`src/rtl/ptw_pkg.sv`:
```
package ptw_pkg;

    localparam int VA_W       = 64;
    localparam int PA_W       = 52;
    localparam int PG_SH      = 12;
    localparam int IDX_W      = 9;
    localparam int LVL_N      = 4;
    localparam int ENT_W      = 64;
    localparam int ENT_SH     = 3;
    localparam int LEG_IDX_W  = 10;
    localparam int LEG_LVL_N  = 2;
    localparam int LEG_ENT_W  = 32;
    localparam int LEG_ENT_SH = 2;

    localparam int VA_KEEP  = PG_SH + IDX_W * LVL_N;
    localparam int CANON_HI = VA_KEEP - 1;
    localparam int VPN_W    = VA_KEEP - PG_SH;
    localparam int IDXM_W   = (IDX_W > LEG_IDX_W) ? IDX_W : LEG_IDX_W;
    localparam int LVL_W    = $clog2(LVL_N + 1);

    localparam logic [PA_W-1:0] PG_MASK_LONG =
        {{(PA_W - PG_SH){1'b1}}, {PG_SH{1'b0}}};
    localparam logic [PA_W-1:0] PG_MASK_LEG =
        PA_W'({{(LEG_ENT_W - PG_SH){1'b1}}, {PG_SH{1'b0}}});
    localparam logic [ENT_W-1:0] ENT_MASK_LONG = ENT_W'(PG_MASK_LONG);
    localparam logic [ENT_W-1:0] ENT_MASK_LEG  = ENT_W'(PG_MASK_LEG);

    typedef enum logic [1:0] {
        FLT_NONE     = 2'd0,
        FLT_NONCANON = 2'd1,
        FLT_ABSENT   = 2'd2,
        FLT_WRPROT   = 2'd3
    } fault_e;

    typedef enum logic [1:0] {
        ST_IDLE,
        ST_ISSUE,
        ST_WAIT,
        ST_DONE
    } walk_st_e;

    typedef struct packed {
        logic [VA_KEEP-1:0] va;
        logic               wr;
        logic               leg;
    } walk_req_t;

    typedef struct packed {
        fault_e            kind;
        logic [PA_W-1:0]   nxt;
    } eval_res_t;

    function automatic logic is_canonical(input logic [VA_W-1:0] va);
        logic [VA_W-CANON_HI-1:0] top;
        top = va[VA_W-1:CANON_HI];
        return (&top) | (~|top);
    endfunction

    function automatic logic [PA_W-1:0] root_align(input logic [PA_W-1:0] root,
                                                   input logic leg);
        return leg ? (root & PG_MASK_LEG) : (root & PG_MASK_LONG);
    endfunction

endpackage

```
`src/rtl/ptw_index_sel.sv`:
```
module ptw_index_sel
    import ptw_pkg::*;
(
    input  logic [VPN_W-1:0]  vpn,
    input  logic              leg,
    input  logic [LVL_W-1:0]  lvl,
    output logic [IDXM_W-1:0] idx
);

    logic [IDXM_W-1:0] long_idx [LVL_N];
    logic [IDXM_W-1:0] leg_idx  [LEG_LVL_N];

    generate
        for (genvar g = 0; g < LVL_N; g++) begin : g_long
            localparam int LO = IDX_W * (LVL_N - 1 - g);
            assign long_idx[g] = IDXM_W'(vpn[LO +: IDX_W]);
        end
        for (genvar g = 0; g < LEG_LVL_N; g++) begin : g_leg
            localparam int LO = LEG_IDX_W * (LEG_LVL_N - 1 - g);
            assign leg_idx[g] = IDXM_W'(vpn[LO +: LEG_IDX_W]);
        end
    endgenerate

    always_comb begin
        idx = '0;
        if (leg) begin
            for (int i = 0; i < LEG_LVL_N; i++)
                if (lvl == LVL_W'(i)) idx = leg_idx[i];
        end else begin
            for (int i = 0; i < LVL_N; i++)
                if (lvl == LVL_W'(i)) idx = long_idx[i];
        end
    end

endmodule

```
`src/rtl/ptw_entry_addr.sv`:
```
module ptw_entry_addr
    import ptw_pkg::*;
(
    input  logic [PA_W-1:0]   base,
    input  logic [IDXM_W-1:0] idx,
    input  logic              leg,
    output logic [PA_W-1:0]   addr
);

    logic [PA_W-1:0] offs;

    always_comb begin
        if (leg) offs = PA_W'(idx) << LEG_ENT_SH;
        else     offs = PA_W'(idx) << ENT_SH;
        addr = base + offs;
    end

endmodule

```
`src/rtl/ptw_entry_eval.sv`:
```
module ptw_entry_eval
    import ptw_pkg::*;
(
    input  logic [ENT_W-1:0] entry,
    input  logic             leg,
    input  logic             wr,
    output eval_res_t        res
);

    logic present;
    logic wen;

    always_comb begin
        present = entry[0];
        wen     = entry[1];
        if (!present)         res.kind = FLT_ABSENT;
        else if (wr && !wen)  res.kind = FLT_WRPROT;
        else                  res.kind = FLT_NONE;
        if (leg) res.nxt = PA_W'(entry & ENT_MASK_LEG);
        else     res.nxt = PA_W'(entry & ENT_MASK_LONG);
    end

endmodule

```
`src/rtl/ptw_walker.sv`:
```
module ptw_walker
    import ptw_pkg::*;
(
    input  logic              clk,
    input  logic              rst,
    input  logic              req_valid,
    output logic              req_ready,
    input  logic [VA_W-1:0]   req_vaddr,
    input  logic              req_write,
    input  logic              req_legacy,
    input  logic [PA_W-1:0]   root_base,
    output logic              mem_rd_valid,
    input  logic              mem_rd_ready,
    output logic [PA_W-1:0]   mem_rd_addr,
    output logic              mem_rd_wide,
    input  logic              mem_rsp_valid,
    input  logic [ENT_W-1:0]  mem_rsp_data,
    output logic              done,
    output logic [PA_W-1:0]   done_paddr,
    output logic [1:0]        done_fault,
    output logic [LVL_W-1:0]  done_level
);

    walk_st_e          st;
    walk_req_t         rq;
    logic [PA_W-1:0]   base;
    logic [LVL_W-1:0]  lvl;
    logic [PA_W-1:0]   res_pa;
    fault_e            res_kind;
    logic [LVL_W-1:0]  res_lvl;

    logic [IDXM_W-1:0] idx;
    logic [PA_W-1:0]   ent_addr;
    eval_res_t         ev;
    logic              last;

    ptw_index_sel u_idx (
        .vpn (rq.va[VA_KEEP-1:PG_SH]),
        .leg (rq.leg),
        .lvl (lvl),
        .idx (idx)
    );

    ptw_entry_addr u_addr (
        .base (base),
        .idx  (idx),
        .leg  (rq.leg),
        .addr (ent_addr)
    );

    ptw_entry_eval u_eval (
        .entry (mem_rsp_data),
        .leg   (rq.leg),
        .wr    (rq.wr),
        .res   (ev)
    );

    assign last = rq.leg ? (lvl == LVL_W'(LEG_LVL_N - 1))
                         : (lvl == LVL_W'(LVL_N - 1));

    always_ff @(posedge clk) begin
        if (rst) begin
            st       <= ST_IDLE;
            rq       <= '0;
            base     <= '0;
            lvl      <= '0;
            res_pa   <= '0;
            res_kind <= FLT_NONE;
            res_lvl  <= '0;
        end else begin
            case (st)
                ST_IDLE: begin
                    if (req_valid) begin
                        rq.va   <= req_vaddr[VA_KEEP-1:0];
                        rq.wr   <= req_write;
                        rq.leg  <= req_legacy;
                        lvl     <= '0;
                        base    <= root_align(root_base, req_legacy);
                        res_pa  <= '0;
                        res_lvl <= '0;
                        if (!req_legacy && !is_canonical(req_vaddr)) begin
                            res_kind <= FLT_NONCANON;
                            st       <= ST_DONE;
                        end else begin
                            res_kind <= FLT_NONE;
                            st       <= ST_ISSUE;
                        end
                    end
                end
                ST_ISSUE: begin
                    if (mem_rd_ready) st <= ST_WAIT;
                end
                ST_WAIT: begin
                    if (mem_rsp_valid) begin
                        if (ev.kind != FLT_NONE) begin
                            res_kind <= ev.kind;
                            res_lvl  <= lvl + 1'b1;
                            res_pa   <= '0;
                            st       <= ST_DONE;
                        end else if (last) begin
                            res_kind <= FLT_NONE;
                            res_lvl  <= '0;
                            res_pa   <= {ev.nxt[PA_W-1:PG_SH], rq.va[PG_SH-1:0]};
                            st       <= ST_DONE;
                        end else begin
                            base <= ev.nxt;
                            lvl  <= lvl + 1'b1;
                            st   <= ST_ISSUE;
                        end
                    end
                end
                ST_DONE: st <= ST_IDLE;
                default: st <= ST_IDLE;
            endcase
        end
    end

    assign req_ready    = (st == ST_IDLE);
    assign mem_rd_valid = (st == ST_ISSUE);
    assign mem_rd_addr  = ent_addr;
    assign mem_rd_wide  = !rq.leg;
    assign done         = (st == ST_DONE);
    assign done_paddr   = res_pa;
    assign done_fault   = res_kind;
    assign done_level   = res_lvl;

endmodule

```
`config.mk`:
```
export PLATFORM = sky130hd
export DESIGN_NAME = ptw_walker
export DESIGN_NICKNAME = d
export VERILOG_FILES = /design/src/rtl/ptw_pkg.sv /design/src/rtl/ptw_index_sel.sv /design/src/rtl/ptw_entry_addr.sv /design/src/rtl/ptw_entry_eval.sv /design/src/rtl/ptw_walker.sv
export SDC_FILE = /design/constraint.sdc
export NUM_CORES = 1
export LEC_CHECK = 0
export ABC_AREA = 0
export BUFFER_PORTS_ARGS = -buffer_cell sky130_fd_sc_hd__buf_2
export CAP_MARGIN = 25
export CORE_MARGIN = 5
export CORE_UTILIZATION = 43
export DETAILED_ROUTE_END_ITERATION = 6
export PLACE_DENSITY = 0.72
export RECOVER_POWER = 25
export SLEW_MARGIN = 10
export SYNTH_ARGS = -nofsm -noshare
export SYNTH_HDL_FRONTEND = slang
export SYNTH_SLANG_ARGS = --single-unit
```
`constraint.sdc`:
```
create_clock -name clk -period 3.2 [get_ports clk]
set_clock_uncertainty 0.2 [all_clocks]
set_input_delay 0.32 -clock clk [delete_from_list [all_inputs] [get_ports clk]]
set_output_delay 0.32 -clock clk [all_outputs]
set_load 0.005 [all_outputs]
```
==> results.toml, run 1 <==
[detailed_routing]
via_per_inst = 5.43
first_pass_iters = 7
ant_nets = 0
drt-total-wl_mm = 25.3
post_drt_wl_per_cell_um = 16.8
first_iter_violations = 655
route.vias.total = 8209
post-route-drc-count = 3

[clocking]
cts_tree = "yes"
clkSinkCount = 152
cts.htree.levels = 4
path_clk_slew_ns = 0.06
insertion_delay_ns = 0.41
postCtsSetupRepairBufs = 0
cts_max_path_buffers = 2
cts_buffers = 17
root_buffer = "clkbuf_16"

[timing]
maxSlewViolCount = 0
setup_ws_ns = 0.257
setup_violations = 0
tightest_slew_ns = 0.788
rsz0062_at_grt = "false"
max_slew_margin_pct = 47.4
period_share_pct = 92.0
hold_viol_final = 0
fin_setup_tns_ns = 0
fin_crit_ns = 2.94
fmax_ghz = 0.340

[yosys]
yosys-top-cells-area = "dfxtp_1, nand2_1, a21oi_1"
synth_warnings = 0
yosys_register_bits = 152
syn-cell-area_um2 = 7410
syn_avg_cell_area_um2 = 7.75
yosysMostFrequentCell = "nand2_1"
synthFlopType = "dfxtp_1"
yosys-top-cells-count = "nand2_1, dfxtp_1, a21oi_1, nor2_1, clkbuf_1"
synth_top_cell_by_area = "dfxtp_1"
synth_cell_types = 51
synth_seq_area_share_pct = 41.1
async_flop_share_pct = 0
synth_edf_count = 0
synth_top_area_share_pct = 41.1
synthCells = 955

[power]
switching_share_pct = 30.4
pwr-share-comb_pct = 20.1
seqPwrFrac_pct = 41.2
powerDensity_nw_per_um2 = 512
ir_drop_mv = 0.356
p_sw_mw = 1.61
power.total_mw = 5.28
internal_power_mw = 3.68
power_leakage_nw = 4.19
p_clk_share_pct = 38.7

[floorplanning]
start_util_pct = 43.3
fp.coreArea_um2 = 17100
pin_count = 300
fp.dieH_um = 141
dieArea_um2 = 19900
core.rowCount = 48
die_width_um = 141

[setup_path]
reg2reg_to = "base[21]$_SDFFE_PP0P_"
r2r_cells = 9
cp_top_family = "simple AND/OR/NAND/NOR gates"
critical_path_buf_inv_count = 2
crit_type = "reg -> out"
timing.reg2reg.setup_slack_ns = 0.32
worstReg2RegStart = "lvl[2]$_SDFFE_PP0P_"
cp-end-kind = "output port"
cp_max_fo = 9
cpMaxStageDelayCell = "nor3b_2"
cp-start-kind = "flop"
slowest_delay_ns = 0.48
worstPathArrival_ns = 2.42
crit_chain = "inv_1, ha_1, nor3b_2, a222oi_1, nor3_1, a21oi_1, o21ai_0, buf_2"
crit_required_ns = 2.68

[layout]
nets = 1466
fin_cells = 1511
final_area_um2 = 10300
syn_to_final_growth_pct = 39.4
drive_above_1_share_pct = 22.1
nFillCells = 1534

[place]
dp_cells = 1380
placedInstanceArea_um2 = 8800
pre_cts_slack_ns = 0.710
dp.final_hpwl_mm = 16.9
place_congestion = 0.899
port_buffers = 263

[min_path]
hold_path_class = "in -> reg"
hold_start = "mem_rsp_data[31]"
holdPathEnd = "done_paddr[31]$_SDFFE_PP0P_"
hold_depth = 3

[global_routing]
grt_pass1_wl_mm = 39.2
gr-total-overflow = 0
grt_max_degree = 81
grt_pass1_vias = 7798
antenna_found_initial = 0
grt_usage_pct = 24.1

[run_status]
violations = "design-rule violations"
status = "finished with violations"

[job]
maxCapViolCount = 0
==> routing by layer <==
layer | up-vias | global-route usage [%] | share of wire, %
met2 | 376 | 41.7 | 50
met3 | 66 | 4.88 | 7.3
met5 | - | 0 | 0
met4 | 0 | 10.2 | 3.3
met1 | 3778 | 29.1 | 40
li1 | 3989 | - | -
==> power by group through the flow <==
stage | Sequential (mW) | Clock, mW | Combinational [mW]
floorplan | 2.17 | 0 | 0.612
global placement | 2.21 | 0 | 0.928
detailed placement | 2.21 | 0 | 0.939
CTS | 2.17 | 2.08 | 1.05
global route | 2.19 | 2.17 | 1.16
finish | 2.17 | 2.05 | 1.06
==> what timing repair did <==
action | 4_1_cts | 5_1_grt
hold buffers | 98 | 0
setup endpoints to repair | 0 | 3
hold endpoints to repair | 89 | 0
gates resized for setup | 0 | 1
==> cell families after synthesis <==
kind of cell	Yosys count	share of synthesized area [%]
and+or+nand+nor	450	28.8
muxes	1	0.135
AOI/OAI and AO/OA	216	18.4
buffers and inverters	90	5.93
other	1	0.0506
adders and majority gates	7	1.18
xor gates and xnor gates	38	4.49
DFF	152	41.1
==> metrics by stage <==
stage	hold WS [ns]	utilization (%)
2_1_floorplan	0.236	-
3_3_place_gp	0.235	51.4
3_5_place_dp	0.240	51.4
4_1_cts	0.000281	60.7
5_1_grt	0.0180	60.3
6_report	0.0123	60.3
==> worst max-delay path by stage <==
| stage | from | endpoint | slack (ns) | depth (start not counted) |
|---|---|---|---|---|
| finish | lvl[1]$_SDFFE_PP0P_ | mem_rd_addr[8] | 0.26 | 8 |
| global route | lvl[1]$_SDFFE_PP0P_ | mem_rd_addr[8] | 0.004 | 8 |
| CTS | lvl[0]$_SDFFE_PP0P_ | mem_rd_addr[8] | 0.25 | 7 |
| detailed placement | lvl[0]$_SDFFE_PP0P_ | mem_rd_addr[8] | 0.71 | 7 |
| global placement | lvl[0]$_SDFFE_PP0P_ | mem_rd_addr[8] | 0.73 | 7 |
| floorplan | lvl[2]$_SDFFE_PP0P_ | done_paddr[20]$_SDFFE_PP0P_ | 0.69 | 11 |
==> sequential cells by signal, indices dropped and copies added, names as in the netlist <==
signal      count
done_level      3
base           40
done_fault      2
rq             50
lvl             3
st              2
done_paddr     52
==> cell usage in the layout, fill, tap and decap left out, types with 20 or more instances in the layout <==
cell type,count
dlygate4sd3_1,98
dfxtp_1,152
nand2_1,233
xnor2_1,29
a211oi_1,21
a22oi_1,20
nor2_1,65
a21oi_1,118
nand3_1,36
clkbuf_1,51
nand4_1,40
buf_2,209
==> worst register-to-register path, delay by kind of cell, from the launching register on <==
kind / cells / cell delay, ns
adders and majority gates: 1 / 0.23
and+or+nand+nor: 3 / 0.48
buffers and inverters: 3 / 1.02
DFF: 1 / 0.46
AOI/OAI and AO/OA: 2 / 0.41
==> layout make-up <==
cell class | count | area [um2] | share of cell area [%]
clock inverters | 15 | 180 | 1.75
inverters | 6 | 22.5 | 0.218
multi-input cells | 715 | 3960 | 38.3
diodes | 1 | 2.50 | 0.0242
clock buffers | 17 | 425 | 4.12
flip-flops and latches | 152 | 3040 | 29.5
repair buffers | 380 | 2410 | 23.4
well taps | 225 | 282 | 2.73
No activity file was read; power rests on OpenSTA's default activity.
==> run 2: changes to the inputs <==
--- a/config.mk
+++ b/config.mk
@@ -8,7 +8,7 @@
 export ABC_AREA = 0
 export BUFFER_PORTS_ARGS = -buffer_cell sky130_fd_sc_hd__buf_2
 export CAP_MARGIN = 25
-export CORE_MARGIN = 5
+export CORE_MARGIN = 1
 export CORE_UTILIZATION = 43
 export DETAILED_ROUTE_END_ITERATION = 6
 export PLACE_DENSITY = 0.72
==> run 2 against run 1 <==
Effect of this change:
- the run now ends clean
- non-clock buffer count grew 7
- total power shrank 0.59%
- via count hardly changed
- utilization is 1.7 points higher
- die area decreased by 11%
- hold slack gained 0.0090 ns
- worst setup slack better by 0.0096 ns
- sequential share of layout area decreased by 0.10 points
- final cell count about the same
- global-route usage is 3.7 points higher
- count of clock-buffer cells in the layout up 1
==> results.toml, run 2 (synthesis results as in run 1) <==
[timing]
fin_setup_tns_ns = 0
maxSlewViolCount = 0
fmax_ghz = 0.341
rsz0062_at_grt = "false"
tightest_slew_ns = 0.562
hold_viol_final = 0
hold_slack_ns = 0.0213
period_share_pct = 91.7
max_slew_margin_pct = 62.4
setup_violations = 0
fin_crit_ns = 2.93

[floorplanning]
fp.dieH_um = 133
start_util_pct = 44.3
core.rowCount = 47
pin_count = 300
fp.coreArea_um2 = 16700
dieArea_um2 = 17800
die_width_um = 133

[power]
power_leakage_nw = 4.22
ir_drop_mv = 0.400
powerDensity_nw_per_um2 = 507

[layout]
utilization_pct = 62.0
syn_to_final_growth_pct = 39.9
largest_reg_flops = 52
mostFrequentLayoutCells = "nand2_1, buf_2, dfxtp_1"
final_common_cell = "nand2_1"
nets = 1473
seq_area_um2 = 3040
n_antenna_cell = 0
multi_input_area_um2 = 3960
nFillCells = 1479
drive_above_1_share_pct = 22.1

[detailed_routing]
via_per_inst = 5.43
first_pass_iters = 5
route.vias.total = 8213
post-route-drc-count = 0
ant_nets = 0
drt-total-wl_mm = 25.0
first_iter_violations = 719
post_drt_wl_per_cell_um = 16.6

[global_routing]
met2_usage_pct = 49.4
gr-total-overflow = 0
grt_max_degree = 81
grt_pass1_vias = 7704
grt_usage_pct = 27.8
grt_pass1_wl_mm = 39.2
grt_use_met1_pct = 33.0
antenna_found_initial = 1
top_usage_layer = "met2"
grtUsageMet3_pct = 5.59

[setup_path]
slowest_delay_ns = 0.50
cp-end-kind = "output port"
worstPathArrival_ns = 2.41
crit_required_ns = 2.68
cp_max_fo = 9
r2r_cells = 9
crit_type = "reg -> out"
cp-start-kind = "flop"
cpMaxStageDelayCell = "nor3b_2"
crit_chain = "inv_1, ha_1, nor3b_2, a222oi_1, nor3_1, a21oi_1, o21ai_0, buf_2"

[clocking]
cts_max_path_buffers = 2
cts_tree = "yes"
cts.htree.levels = 4
root_buffer = "clkbuf_16"
cts_buffers = 17
path_clk_slew_ns = 0.06
insertion_delay_ns = 0.41
postCtsSetupRepairBufs = 0
clkSinkCount = 152

[run_status]
status = "completed"

[min_path]
hold_path_class = "in -> reg"
hold_depth = 3

[job]
maxCapViolCount = 0

[place]
place_congestion = 0.910
port_buffers = 263
dp.final_hpwl_mm = 16.4
run 2: cell type report:
| class | count | share of cell area (%) |
|---|---|---|
| Clock inverter | 14 | 1.41 |
| Clock buffer | 18 | 4.24 |
| Sequential cell | 152 | 29.4 |
| Multi-Input combinational cell | 715 | 38.2 |
| Tap cell | 220 | 2.66 |
| Timing Repair Buffer | 387 | 23.9 |
| Inverter | 6 | 0.217 |
run 2: worst max-delay path, delay by kind of cell (launching register included):
family	cells	cell delay (ns)
AND/OR/NAND/NOR	2	0.68
AO/OA/AOI/OAI	3	0.46
flip-flops	1	0.37
buffers and inverters	2	0.26
adder cells (fa/ha/maj)	1	0.24
run 2: per-layer routing:
| metal | vias to the layer above | wire length [um] | share of wire [%] |
|---|---|---|---|
| li1 | 4002 | - | - |
| met1 | 3830 | 10300 | 41 |
| met2 | 336 | 12500 | 50 |
| met3 | 43 | 1610 | 6.4 |
| met4 | 2 | 604 | 2.4 |
| met5 | - | 13 | 0.052 |
run 2: per-stage QoR:
step | instance area (um2) | total power [mW] | cells | setup WS (ns)
floorplan | 7410 | 2.78 | 957 | 0.692
global placement | 8810 | 3.13 | 1377 | 0.760
detailed placement | 8810 | 3.15 | 1377 | 0.717
CTS | 10400 | 5.26 | 1512 | 0.248
global route | 10400 | 5.49 | 1512 | 0.0692
finish | 10400 | 5.25 | 1512 | 0.266
run 2: path summary, 6_finish.rpt:
kind	from	endpoint	slack (ns)
min reg2reg	done_paddr[39]$_SDFFE_PP0P_	done_paddr[39]$_SDFFE_PP0P_	0.25
max	lvl[1]$_SDFFE_PP0P_	mem_rd_addr[9]	0.27
min	mem_rsp_data[28]	done_paddr[28]$_SDFFE_PP0P_	0.02
max reg2reg	lvl[2]$_SDFFE_PP0P_	base[23]$_SDFFE_PP0P_	0.32
run 2: what timing repair did:
| action | 4_1_cts | 5_1_grt |
|---|---|---|
| hold buffers | 103 | 0 |
| gates resized for setup | 0 | 1 |
| endpoints found under the hold margin | 91 | 0 |
| setup endpoints to repair | 0 | 3 |
run 2: power breakdown:
group	total [mW]	switching, mW	leakage, nW	internal, mW
combinational	1.08	0.599	2.69	0.478
sequential	2.17	0.143	1.24	2.03
clock	2.00	0.827	0.283	1.17
